===== src/rtl/drd_pkg.sv =====
package drd_pkg;
    localparam int unsigned DRD_ROWS        = 8;
    localparam int unsigned DRD_LIMIT_W     = 16;
    localparam int unsigned DRD_ADDR_W      = 32;
    localparam int unsigned DRD_GRAN_SHIFT  = 22;
    localparam int unsigned DRD_CFG_AW      = 8;
    localparam logic [7:0]  DRD_CFG_BASE    = 8'h60;
    localparam logic [15:0] DRD_RESET_LIMIT = 16'h0001;

    typedef logic [DRD_LIMIT_W-1:0] drd_limit_t;
endpackage


===== src/rtl/drd_limit_regs.sv =====
module drd_limit_regs #(
    parameter int unsigned           ROWS        = drd_pkg::DRD_ROWS,
    parameter int unsigned           LIMIT_W     = drd_pkg::DRD_LIMIT_W,
    parameter int unsigned           CFG_AW      = drd_pkg::DRD_CFG_AW,
    parameter logic [CFG_AW-1:0]     CFG_BASE    = drd_pkg::DRD_CFG_BASE,
    parameter logic [LIMIT_W-1:0]    RESET_LIMIT = drd_pkg::DRD_RESET_LIMIT
) (
    input  logic                            clk,
    input  logic                            rst_n,
    input  logic                            cfg_wr_en,
    input  logic [CFG_AW-1:0]               cfg_addr,
    input  logic [7:0]                      cfg_wdata,
    output logic [7:0]                      cfg_rdata,
    output logic [ROWS-1:0][LIMIT_W-1:0]    limits
);
    localparam int unsigned BYTES_PER = LIMIT_W / 8;
    localparam int unsigned SPAN      = ROWS * BYTES_PER;
    localparam logic [CFG_AW:0] END_ADDR = {1'b0, CFG_BASE} + (CFG_AW+1)'(SPAN);

    logic              in_range;
    logic [CFG_AW-1:0] offset;

    assign in_range = ({1'b0, cfg_addr} >= {1'b0, CFG_BASE}) && ({1'b0, cfg_addr} < END_ADDR);
    assign offset   = cfg_addr - CFG_BASE;

    for (genvar r = 0; r < ROWS; r++) begin : g_row
        for (genvar b = 0; b < BYTES_PER; b++) begin : g_byte
            localparam logic [CFG_AW-1:0] MY_OFF = CFG_AW'(r * BYTES_PER + b);
            always_ff @(posedge clk or negedge rst_n) begin
                if (!rst_n) begin
                    limits[r][b*8 +: 8] <= RESET_LIMIT[b*8 +: 8];
                end else if (cfg_wr_en && in_range && (offset == MY_OFF)) begin
                    limits[r][b*8 +: 8] <= cfg_wdata;
                end
            end
        end
    end

    always_comb begin
        cfg_rdata = 8'h00;
        for (int r = 0; r < ROWS; r++) begin
            for (int b = 0; b < BYTES_PER; b++) begin
                if (in_range && (offset == CFG_AW'(r * BYTES_PER + b))) begin
                    cfg_rdata = limits[r][b*8 +: 8];
                end
            end
        end
    end
endmodule


===== src/rtl/drd_row_window.sv =====
module drd_row_window #(
    parameter int unsigned ROWS    = drd_pkg::DRD_ROWS,
    parameter int unsigned LIMIT_W = drd_pkg::DRD_LIMIT_W,
    parameter int unsigned PAGE_W  = 10
) (
    input  logic [PAGE_W-1:0]              page,
    input  logic [ROWS-1:0][LIMIT_W-1:0]   limits,
    input  logic                           mode_eight,
    output logic [ROWS-1:0]                in_win
);
    localparam int unsigned HALF  = ROWS / 2;
    localparam int unsigned CMP_W = ((PAGE_W > LIMIT_W) ? PAGE_W : LIMIT_W) + 1;

    logic [CMP_W-1:0] page_ext;
    assign page_ext = CMP_W'(page);

    for (genvar r = 0; r < ROWS; r++) begin : g_win
        logic [CMP_W-1:0] lower;
        logic [CMP_W-1:0] upper;
        logic             row_en;

        if (r == 0) begin : g_first
            assign lower = '0;
        end else begin : g_rest
            assign lower = CMP_W'(limits[r-1]);
        end

        if (r < HALF) begin : g_always
            assign row_en = 1'b1;
        end else begin : g_upper
            assign row_en = mode_eight;
        end

        assign upper     = CMP_W'(limits[r]);
        assign in_win[r] = row_en && (page_ext >= lower) && (page_ext < upper);
    end
endmodule


===== src/rtl/drd_row_select.sv =====
module drd_row_select #(
    parameter int unsigned ROWS  = drd_pkg::DRD_ROWS,
    parameter int unsigned IDX_W = $clog2(ROWS)
) (
    input  logic             clk,
    input  logic             rst_n,
    input  logic [ROWS-1:0]  in_win,
    output logic             lk_hit,
    output logic [IDX_W-1:0] lk_row
);
    logic             nxt_hit;
    logic [IDX_W-1:0] nxt_row;

    always_comb begin
        nxt_hit = 1'b0;
        nxt_row = '0;
        for (int r = ROWS - 1; r >= 0; r--) begin
            if (in_win[r]) begin
                nxt_hit = 1'b1;
                nxt_row = IDX_W'(r);
            end
        end
    end

    always_ff @(posedge clk or negedge rst_n) begin
        if (!rst_n) begin
            lk_hit <= 1'b0;
            lk_row <= '0;
        end else begin
            lk_hit <= nxt_hit;
            lk_row <= nxt_row;
        end
    end
endmodule


===== src/rtl/dram_row_decoder.sv =====
module dram_row_decoder #(
    parameter int unsigned ROWS       = drd_pkg::DRD_ROWS,
    parameter int unsigned LIMIT_W    = drd_pkg::DRD_LIMIT_W,
    parameter int unsigned ADDR_W     = drd_pkg::DRD_ADDR_W,
    parameter int unsigned GRAN_SHIFT = drd_pkg::DRD_GRAN_SHIFT,
    parameter int unsigned CFG_AW     = drd_pkg::DRD_CFG_AW,
    parameter int unsigned IDX_W      = $clog2(ROWS)
) (
    input  logic              clk,
    input  logic              rst_n,
    input  logic              cfg_wr_en,
    input  logic [CFG_AW-1:0] cfg_addr,
    input  logic [7:0]        cfg_wdata,
    output logic [7:0]        cfg_rdata,
    input  logic              mode_eight,
    input  logic [ADDR_W-1:0] lk_addr,
    output logic              lk_hit,
    output logic [IDX_W-1:0]  lk_row
);
    localparam int unsigned PAGE_W = ADDR_W - GRAN_SHIFT;

    logic [ROWS-1:0][LIMIT_W-1:0] limits;
    logic [ROWS-1:0]              in_win;
    logic [PAGE_W-1:0]            page;

    assign page = lk_addr[ADDR_W-1:GRAN_SHIFT];

    drd_limit_regs #(
        .ROWS    (ROWS),
        .LIMIT_W (LIMIT_W),
        .CFG_AW  (CFG_AW)
    ) regs_i (
        .clk       (clk),
        .rst_n     (rst_n),
        .cfg_wr_en (cfg_wr_en),
        .cfg_addr  (cfg_addr),
        .cfg_wdata (cfg_wdata),
        .cfg_rdata (cfg_rdata),
        .limits    (limits)
    );

    drd_row_window #(
        .ROWS    (ROWS),
        .LIMIT_W (LIMIT_W),
        .PAGE_W  (PAGE_W)
    ) win_i (
        .page       (page),
        .limits     (limits),
        .mode_eight (mode_eight),
        .in_win     (in_win)
    );

    drd_row_select #(
        .ROWS  (ROWS),
        .IDX_W (IDX_W)
    ) sel_i (
        .clk    (clk),
        .rst_n  (rst_n),
        .in_win (in_win),
        .lk_hit (lk_hit),
        .lk_row (lk_row)
    );
endmodule


===== config.mk =====
export PLATFORM = sky130hd
export DESIGN_NAME = dram_row_decoder
export DESIGN_NICKNAME = d
export VERILOG_FILES = /design/src/rtl/drd_pkg.sv /design/src/rtl/drd_limit_regs.sv /design/src/rtl/drd_row_window.sv /design/src/rtl/drd_row_select.sv /design/src/rtl/dram_row_decoder.sv
export SDC_FILE = /design/constraint.sdc
export NUM_CORES = 1
export LEC_CHECK = 0
export BUFFER_PORTS_ARGS = -buffer_cell sky130_fd_sc_hd__buf_2
export CAP_MARGIN = 15
export CORE_MARGIN = 1
export CORE_UTILIZATION = 48
export DETAILED_ROUTE_END_ITERATION = 12
export GPL_TIMING_DRIVEN = 0
export HOLD_SLACK_MARGIN = 0.15
export PLACE_DENSITY = 0.66
export SYNTH_ARGS = -nofsm -noshare
export SYNTH_HDL_FRONTEND = slang
export SYNTH_SLANG_ARGS = --single-unit

===== constraint.sdc =====
create_clock -name clk -period 2.8 [get_ports clk]
set_input_delay 0.42 -clock clk [delete_from_list [all_inputs] [get_ports clk]]
set_output_delay 0.42 -clock clk [all_outputs]
set_load 0.005 [all_outputs]

# [Word-level counts from Yosys, hierarchy flattened]
# Index checks and enable logic that the tools add are counted.
[totals] reg_bits=132 input_bits=52 out_inout_bits=12 elab_cells=131
[op_classes] add_sub_neg=1 magnitude_cmp=18 n_eq_ne=15 mux=32 reduce_logical=47
[op_table] cell="$lt 10x16->1" count=8
[op_table] cell="$mux 8" count=16
[op_table] cell="$ge 10x16->1" count=7
[op_table] cell="$eq 8x4->1 const B" count=8
[op_table] cell="$logic_and 1x1->1" count=46
[op_table] cell="$eq 8x3->1 const B" count=4
[op_table] cell="$mux 3" count=8
[op_table] cell="$eq 8x2->1 const B" count=2
[op_table] cell="$ge 10x1->1 const B" count=1
[op_table] cell="$eq 8x1->1 const B" count=1
[op_table] cell="$ge 8x7->1 const B" count=1
[op_table] cell="$logic_not 8->1" count=1
[op_table] cell="$lt 8x7->1 const B" count=1
[op_table] cell="$mux 1" count=8
[op_table] cell="$sub 8x7->8 const B" count=1

# [Logic depth before layout (Yosys ltp)]
# Gate-level depths: netlist of run 1.
[depth] word_depth=19 ltp_mapped=10 mapped_depth_nobuf=9

# [Hierarchy]
# Synthesis of run 1 repeated with hierarchy kept, for this count alone.
[hier_totals] cells_unflattened=844 area_unflattened_um2=8857.2
[by_module_without_submodules] mod="drd_limit_regs" n_inst=1 cells_each=500 area_each_um2=6389.9 seq_area_each_um2=3213.1
[by_module_without_submodules] mod="drd_row_window" n_inst=1 cells_each=327 area_each_um2=2285.9 seq_area_each_um2=0.0
[by_module_without_submodules] mod="drd_row_select" n_inst=1 cells_each=17 area_each_um2=181.4 seq_area_each_um2=100.1

# [Least setup slack after synthesis of run 1]
# OpenSTA, ideal clock, no wires.
[synth_timing] path_kind="in2out" from="input port cfg_addr[5]" to="output port cfg_rdata[4]" arrival_time_ns=2.090 t_required_ns=2.380 path_slack_ns=0.290 path_stages=9 n_path_buf=1 path_cell_list="ha_1 -> and4bb_2 -> nand3_1 -> or2_1 -> clkbuf_1 -> nand2_1 -> a21oi_1 -> o2111ai_1 -> and3_1"
[synth_via] elab_chain_cells=19 elab_cells_between_ends=52 classes_between="1 x add/sub; 2 x order compare; 15 x eq/ne; 16 x mux; 18 x reduce/logical"
[synth_lines] item="start: declaration" line_no="dram_row_decoder.sv:12" source="input logic [CFG_AW-1:0] cfg_addr,"
[synth_lines] item="$sub 8x7->8, or another cell as far along" line_no="drd_limit_regs.sv:24" source="assign offset = cfg_addr - CFG_BASE;"
[synth_lines] item="$logic_not 8->1 or $logic_and 1x1->1 (tied branches)" line_no="drd_limit_regs.sv:43, drd_limit_regs.sv:23"
[synth_lines] item="$logic_and 1x1->1" line_no="drd_limit_regs.sv:43" source="if (in_range && (offset == CFG_AW'(r * BYTES_PER + b))) begin"
[synth_lines] item="$mux 8 (15 in series)" line_no="drd_limit_regs.sv:43"
[synth_lines] item="$mux 8 (*)" line_no="drd_limit_regs.sv:43"
[synth_lines] item="end: declaration" line_no="dram_row_decoder.sv:14" source="output logic [7:0] cfg_rdata,"
# Every way passes the cells marked *; elsewhere a longest branch is shown, timed or not.

# [Worst setup path in the final report of run 1]
[layout_timing] from="input port cfg_addr[6]" to="output port cfg_rdata[6]"
# The elaborated chain is that of the path after synthesis.

==> results of run 1 <==
[cells by family (layout without fill, tap and decap cells)]
group                      count (synthesis)  in the layout
adders and majority gates                 80             80
xor gates and xnor gates                   1              1
muxes                                    113            113
DFF                                      132            132
AOI/OAI and AO/OA                        192            192
buffers and inverters                    110            203
and+or+nand+nor                          197            197
[layout by cell type, fill, tap and decap left out, types with 8 or more instances in the layout]
cell type,instances
a21oi_1,37
a22oi_1,24
buf_2,38
buf_4,20
clkbuf_1,12
clkbuf_16,17
dfrtp_1,124
dfstp_2,8
ha_1,79
inv_1,87
mux2_1,110
nand2_1,56
nand3_1,15
nand4_1,8
nor2_1,31
nor2_4,12
nor3_1,15
nor4_1,8
o211ai_1,8
o21ai_0,14
o21ai_1,24
o22ai_1,8
[power groups by stage]
stage	clock, W	sequential [W]	combinational (W)
after detailed placement	0	0.00197	0.000409
after CTS	0.00247	0.00193	0.000441
after global routing	0.00254	0.00193	0.000512
final	0.00245	0.00193	0.000474
after floorplan	0	0.00196	0.000204
after global placement	0	0.00197	0.000396
[metal layers]
layer,share of wire,global-route usage,wire length (um),vias up
li1,-,-,-,3208
met1,0.43,0.4540,12410,3626
met2,0.45,0.5083,12810,337
met3,0.089,0.07861,2558,66
met4,0.032,0.1446,927,0
met5,0,0,0,-
[through the flow]
| stage | hold slack [ns] | setup WS, ns | power (W) | util | instances |
|---|---|---|---|---|---|
| finish | 0.3119 | -0.06825 | 0.004861 | 0.6040 | 1138 |
| global route | 0.3334 | -0.07033 | 0.004986 | 0.6040 | 1138 |
| CTS | 0.3075 | -0.05276 | 0.004843 | 0.5900 | 1127 |
| detailed placement | 0.4633 | -0.7061 | 0.002375 | 0.5274 | 1085 |
| global placement | 0.4734 | -0.7452 | 0.002363 | 0.5253 | 1084 |
| floorplan | 0.1244 | 0.2902 | 0.002166 | - | 825 |
[area by class of cell]
cell class	instances	share of cell area
Tap cell	220	0.02719
Clock buffer	23	0.04821
Inverter	87	0.03226
Sequential cell	132	0.3273
Clock inverter	9	0.01471
Multi-Input combinational cell	583	0.4960
Buffer	22	0.01038
Timing Repair Buffer	62	0.04388
[what timing repair did]
item | CTS | global route
setup endpoints to repair | 8 | 9
setup buffers | 10 | 11
resized for setup | 70 | 35
pin swaps | 15 | 18
hold endpoints to repair | 63 | 0
hold buffers | 1 | 0
[sequential cells by signal (all words and copies together) (netlist names)]
name / flops
regs_i.limits: 128
sel_i.lk_row: 3
sel_i.lk_hit: 1
[worst max path at each step]
stage	startpoint	endpoint	slack, ns	cells past startpoint
floorplan	cfg_addr[5]	cfg_rdata[4]	0.29	9
global placement	cfg_addr[5]	cfg_rdata[3]	-0.75	10
detailed placement	cfg_addr[5]	cfg_rdata[3]	-0.71	10
CTS	cfg_addr[6]	cfg_rdata[4]	-0.05	11
global route	cfg_addr[6]	cfg_rdata[4]	-0.07	11
finish	cfg_addr[6]	cfg_rdata[6]	-0.07	11
==> summary.txt, run 1 <==
Detailed routing
  – First drt pass iteration count: 6
  – Routed WL: 28700 um
  – Initial DRC count: 713
  – # DRC: 0
  – WL per Instance: 25.22 um
  – Drt via density: 6.359
  – Vias: 7237
  – Antenna-violating nets left: 0

Synthesis
  – Synth top cells by count: 124 x dfrtp_1, 110 x mux2_1, 87 x inv_1
  – Post-synth EDFFs: 0
  – Mean Syn Cell Area: 10.10 sq um
  – Post-synthesis xor/xnor area fraction: 0.001952
  – Top-count cell post-synth: dfrtp_1
  – Most used flip-flop cell after synthesis: dfrtp_1
  – FF+latch count, synth: 132
  – Synth Cell Area: 8334 sq um
  – Yosys Warn Count: 0
  – Syn_nets: roughly 960
  – Complex-gate fraction of the synthesized area: 0.1579
  – Seq/Total Area, Yosys: 0.3975
  – Post-synth cell types: 66
  – Post-synthesis async set-or-reset flop share: 1.000
  – Post-synthesis mux area share: 0.1524
  – Top cells by area, synth: dfrtp_1 37%, mux2_1 15%, ha_1 12%, inv_1 3.9%, nand2_1 2.7%
  – Post-synthesis cell count: 825
  – Largest family of logic cells by synthesized area: compound AO/OA/AOI/OAI gates
  – Post-Synth Adder-Cell Area: 0.1201
  – Area leader, netlist: dfrtp_1
  – Synth Area in Simple Gates: 0.1195
  – Synth top area share: 0.3723

Timing
  – Final Hold Vio Count: 0
  – FMAX: 348.6 MHz
  – Final setup viols: 7
  – Fin Setup TNS: -0.2658 ns
  – RSZ-0062 raised after global routing: yes
  – Tmin final: 2.868 ns
  – Slew headroom: 0.3831
  – Setup WS post-layout: -0.06825 ns
  – Final worst-path cycle share: 1.024
  – Final Skew: 0.007221 ns
  – Worst slew pin tran: slightly above 0.9 ns
  – Final Max Tran Viols: 0

Critical path
  – Max stage delay on crit path: 0.36 ns
  – Crit-path leading delay family: simple AND/OR/NAND/NOR gates
  – Crit path DAT: 2.45 ns
  – CP cell instances: buf_8, ha_4, nor4b_4, buf_4, nand4_1, nor2_4, buf_4, a221oi_1, a21o_1, a21oi_2, buf_2
  – Setup crit end kind: primary output
  – Crit Path Class: input pin to primary output
  – R2R depth: 8
  – Worst Path Buf+Inv: 4
  – Crit path required time: 2.38 ns
  – Reg-to-Reg Start: regs_i.limits[85]
  – Critical path fanouts, max: 4
  – Crit path top cell by count: buf_4
  – Worst reg2reg path endpoint: sel_i.lk_hit
  – Critical path launch point type: input pin
  – Reg2Reg Setup Slack: 0.10 ns
  – Slowest CP cell: nor4b_4

Finish
  – Post-Layout Inst Area: 10120 sq um
  – Layout cell share with drive strength beyond 1: 0.1917
  – Layout net count: 1037
  – Diodes inserted: 0
  – Area of the multi-input gates: 5021 sq um
  – Area delta synth->final: 21.45%
  – Fillers: 1428
  – Sequential Area: between 3000 and 4000 sq um

Floorplanning
  – Die area: 17890 sq um
  – Core footprint: 16760 sq um
  – Die Width: 133.8 um
  – I/O pin count: 64
  – Initial Util: 0.4973
  – Die H: between 100 and 150 um
  – Row Count: 47

CTS
  – Clk_lat worst skew: about 0.43 ns
  – Clock buffer depth: 2
  – CTS sink cnt: 132
  – Root buffer cell: clkbuf_16
  – H-Tree Level Count: 4
  – Worst-path clk slew: roughly 0.06 ns
  – TritonCTS clock tree: done
  – CTS buffer count: 17

GRT
  – First-pass GRT wire length: between 40000 and 50000 um
  – Initial antenna violation count: 0
  – Maximum number of pins on one net before global-route repair: 68
  – GRT Total Usage: 0.3339
  – Number of global-route vias before repair: 7114
  – Gr ovfl total: 0

Pwr
  – Sw Pwr: 0.001206 W
  – Cell internal pwr: 0.003654 W
  – Clock share of power: 0.505
  – Lkg Pwr: about 4.8 nW
  – Worst VDD drop: 0.0004688 V
  – Flop pwr share: 0.398
  – Net Sw Frac: 0.2482
  – Gate power share: 0.098
  – PwrDens: 480.2 nW/um^2

Job
  – Maxcap violations: 0

Worst hold path
  – Hold Startpoint: cfg_wdata[5]
  – Hold Crit Endpoint: regs_i.limits[61]
  – Hold Crit Depth: 2
  – Hold crit path type: input pin to register

Status
  – Failing checks: setup timing
  – Status: complete, but fails checks

Place
  – DP Area: 8838 sq um
  – GP Congestion: 1.029
  – Final HPWL DP: 20180 um
  – Port buffer count: 39
Power figures use the tool's default switching activity.
==> inputs of run 2 (changes only) <==
--- a/config.mk
+++ b/config.mk
@@ -7,12 +7,14 @@
 export LEC_CHECK = 0
 export BUFFER_PORTS_ARGS = -buffer_cell sky130_fd_sc_hd__buf_2
 export CAP_MARGIN = 15
+export CELL_PAD_IN_SITES_DETAIL_PLACEMENT = 0
+export CELL_PAD_IN_SITES_GLOBAL_PLACEMENT = 2
 export CORE_MARGIN = 1
-export CORE_UTILIZATION = 48
+export CORE_UTILIZATION = 40
 export DETAILED_ROUTE_END_ITERATION = 12
 export GPL_TIMING_DRIVEN = 0
 export HOLD_SLACK_MARGIN = 0.15
-export PLACE_DENSITY = 0.66
+export PLACE_DENSITY_LB_ADDON = 0.1
 export SYNTH_ARGS = -nofsm -noshare
 export SYNTH_HDL_FRONTEND = slang
 export SYNTH_SLANG_ARGS = --single-unit
==> run 2 against run 1 <==
The flow still finishes with violations (setup timing). Via count down 0.18%. Combinational power about the same. Register-to-register slack worse by 0.11 ns. Highest routed layer unchanged. Largest power group unchanged. Power down 0.74%. First-iteration DRC count down 3.2%. Sequential share of layout area up 0.077 points. Clock power about the same. Utilization down 11 points. Setup slack better by 0.027 ns.
==> summary.txt, run 2 (same netlist as run 1, synthesis figures left out) <==
Finish
  – Most frequent cells in the layout: 124 x dfrtp_1, 110 x mux2_1, 87 x inv_1, 79 x ha_1, 57 x nand2_1
  – Most flops, register: regs_i.limits
  – Max FFs per register: 128 (unchanged)
  – Layout cell share with drive strength beyond 1: 0.1885 (-0.003268)
  – Post-Layout Inst Area: 10100 sq um (-0.24%)
  – Layout net count: 1037 (unchanged)
  – Top Registers: regs_i.limits: 128 flops, sel_i.lk_row: 3 flops, sel_i.lk_hit: 1 flops
  – Diodes inserted: 0 (unchanged)
  – Post-Layout Cell Count: 1188 (+4.4%)
  – Leading cell type in the layout, fill and taps excluded: dfrtp_1
  – Area delta synth->final: 21.17%

Critical path
  – Crit Path Class: input pin to primary output
  – Critical path launch point type: input pin
  – R2R depth: 8 (unchanged)
  – Crit path DAT: 2.42 ns (-0.03 ns)
  – Crit path required time: 2.38 ns (about the same)
  – Setup crit end kind: primary output
  – CP cell instances: buf_2, buf_4, nand2_1, nor2_4, buf_4, a22oi_1, a21oi_2, a221oi_1, a21o_1, a21oi_2, buf_2
  – Critical path fanouts, max: 10 (+6)
  – Worst reg2reg path endpoint: sel_i.lk_hit
  – Max stage delay on crit path: 0.39 ns (+0.03 ns)
  – Slowest CP cell: a221oi_1
  – Reg-to-Reg Start: regs_i.limits[85]
  – Reg2Reg Setup Slack: -0.01 ns (-0.11 ns)

CTS
  – Clk_lat worst skew: 0.44 ns (about the same)
  – Worst-path clk slew: 0.07 ns (about the same)
  – Clock buffer depth: 2 (unchanged)
  – CTS buffer count: 17 (unchanged)
  – H-Tree Level Count: 4 (unchanged)
  – TritonCTS clock tree: done
  – CTS sink cnt: 132 (unchanged)
  – Root buffer cell: clkbuf_16

Status
  – Failing checks: setup timing
  – Status: complete, but fails checks

GRT
  – Number of global-route vias before repair: 7239 (+1.8%)
  – Gr ovfl total: 0 (unchanged)
  – First-pass GRT wire length: 46680 um (+8.5%)
  – GRT Total Usage: 0.3029 (-0.03096)
  – Maximum number of pins on one net before global-route repair: 72 (+5.9%)
  – Initial antenna violation count: 0 (unchanged)

Timing
  – Final Hold Vio Count: 0 (unchanged)
  – Final worst-path cycle share: 1.015 (-0.009507)
  – FMAX: 351.9 MHz (+0.94%)
  – Final hold slack: 0.3335 ns (+0.02156 ns)
  – Final Max Tran Viols: 0 (unchanged)
  – Worst slew pin tran: 1.044 ns (+0.1191 ns)
  – Slew headroom: 0.3037 (-0.07939)
  – Final Skew: 0.01132 ns (+0.004101 ns)
  – Final setup viols: 3 (-4)
  – Setup WS post-layout: -0.04163 ns (+0.02662 ns)
  – Tmin final: 2.842 ns (-0.02662 ns)
  – RSZ-0062 raised after global routing: yes
  – Fin Setup TNS: -0.06045 ns (+0.2054 ns)

Detailed routing
  – WL per Instance: 26.27 um (+4.2%)
  – Routed WL: 31210 um (+8.7%)
  – Drt via density: 6.081 (-4.4%)
  – Vias: 7224 (-0.18%)
  – # DRC: 0 (unchanged)
  – First drt pass iteration count: 6 (unchanged)
  – Initial DRC count: 690 (-3.2%)
  – Antenna-violating nets left: 0 (unchanged)

Place
  – GP Congestion: 0.9627 (-6.4%)
  – Placed insts: 1135 (+4.6%)
  – DP Worst Slack: -0.7128 ns (-0.006675 ns)
  – Final HPWL DP: 22990 um (+14%)
  – Port buffer count: 39 (unchanged)
  – DP Area: 8901 sq um (+0.71%)

Floorplanning
  – Core footprint: 20300 sq um (+21%)
  – Die Width: 146.3 um (+9.4%)
  – Die H: 146.3 um (+9.4%)
  – Initial Util: 0.4106 (-0.08671)
  – Die area: 21420 sq um (+20%)
  – Row Count: 52 (+11%)
  – I/O pin count: 64 (unchanged)

Job
  – Maxcap violations: 0 (unchanged)

Worst hold path
  – Hold Crit Endpoint: regs_i.limits[45]
  – Hold crit path type: input pin to register
  – Hold Crit Depth: 2 (unchanged)
  – Hold Startpoint: cfg_wdata[5]

Pwr
  – Lkg Pwr: 4.750 nW (-0.71%)
  – Flop pwr share: 0.401 (+0.003)
  – Sw Pwr: 0.001305 W (+8.1%)
  – Cell internal pwr: 0.003520 W (-3.7%)
  – Net Sw Frac: 0.2704 (+0.02223)
  – Clock share of power: 0.502 (-0.003)
  – Gate power share: 0.098 (about the same)
  – PwrDens: 477.8 nW/um^2 (-0.51%)
  – Worst VDD drop: 0.0003776 V (-19%)
run 2: through the flow:
step                utilization  power (W)
finish                   0.4975   0.004825
global route             0.4975   0.004977
CTS                      0.4920   0.004835
detailed placement       0.4385   0.002398
global placement         0.4368   0.002379
floorplan                     -   0.002166
run 2: layout make-up:
| cell class | count | area (sq um) |
|---|---|---|
| Fill cell | 1931 | 10200 |
| Multi-Input combinational cell | 583 | 4962 |
| Sequential cell | 132 | 3313 |
| Clock buffer | 18 | 439.2 |
| Timing Repair Buffer | 62 | 424.2 |
| Tap cell | 270 | 337.8 |
| Inverter | 87 | 326.6 |
| Clock inverter | 14 | 190.2 |
| Buffer | 22 | 105.1 |
run 2: worst max-delay path by stage:
stage                            from  depth (start not counted)      endpoint  slack (ns)
final                     cfg_addr[0]                         11  cfg_rdata[6]       -0.04
after global routing      cfg_addr[0]                         11  cfg_rdata[6]       -0.11
after CTS                 cfg_addr[7]                         11  cfg_rdata[4]       -0.05
after detailed placement  cfg_addr[5]                         10  cfg_rdata[4]       -0.71
after global placement    cfg_addr[5]                         10  cfg_rdata[4]       -0.73
after floorplan           cfg_addr[5]                          9  cfg_rdata[4]        0.29
run 2: what timing repair did:
action                                  4_1_cts  5_1_grt
hold buffers                                  1        0
gates resized for setup                      73       19
endpoints found under the setup margin       10        9
hold endpoints to repair                     57        0
pin swaps                                    15       11
buffers inserted                             16        5
run 2: per-layer routing:
metal  vias up  track usage  part of all wire  wire length (um)
met2       304       0.4631              0.45             13980
met4         0       0.1193             0.036              1132
met3        54      0.05906             0.073              2280
met1      3642       0.4215              0.44             13820
li1       3224            -                 -                 -
met5         -            0                 0                 0
run 2: power groups by stage:
stage	clock [W]	sequential, W	combinational [W]
floorplan	0	0.00196	0.000204
global placement	0	0.00197	0.000412
detailed placement	0	0.00197	0.000430
CTS	0.00244	0.00193	0.000460
global route	0.00253	0.00193	0.000514
finish	0.00242	0.00193	0.000472
run 2: worst max-delay path, delay by kind of cell:
family,cells,cell delay (ns)
simple gates,2,0.31
buf+inv,4,0.65
compound gates,5,1.04
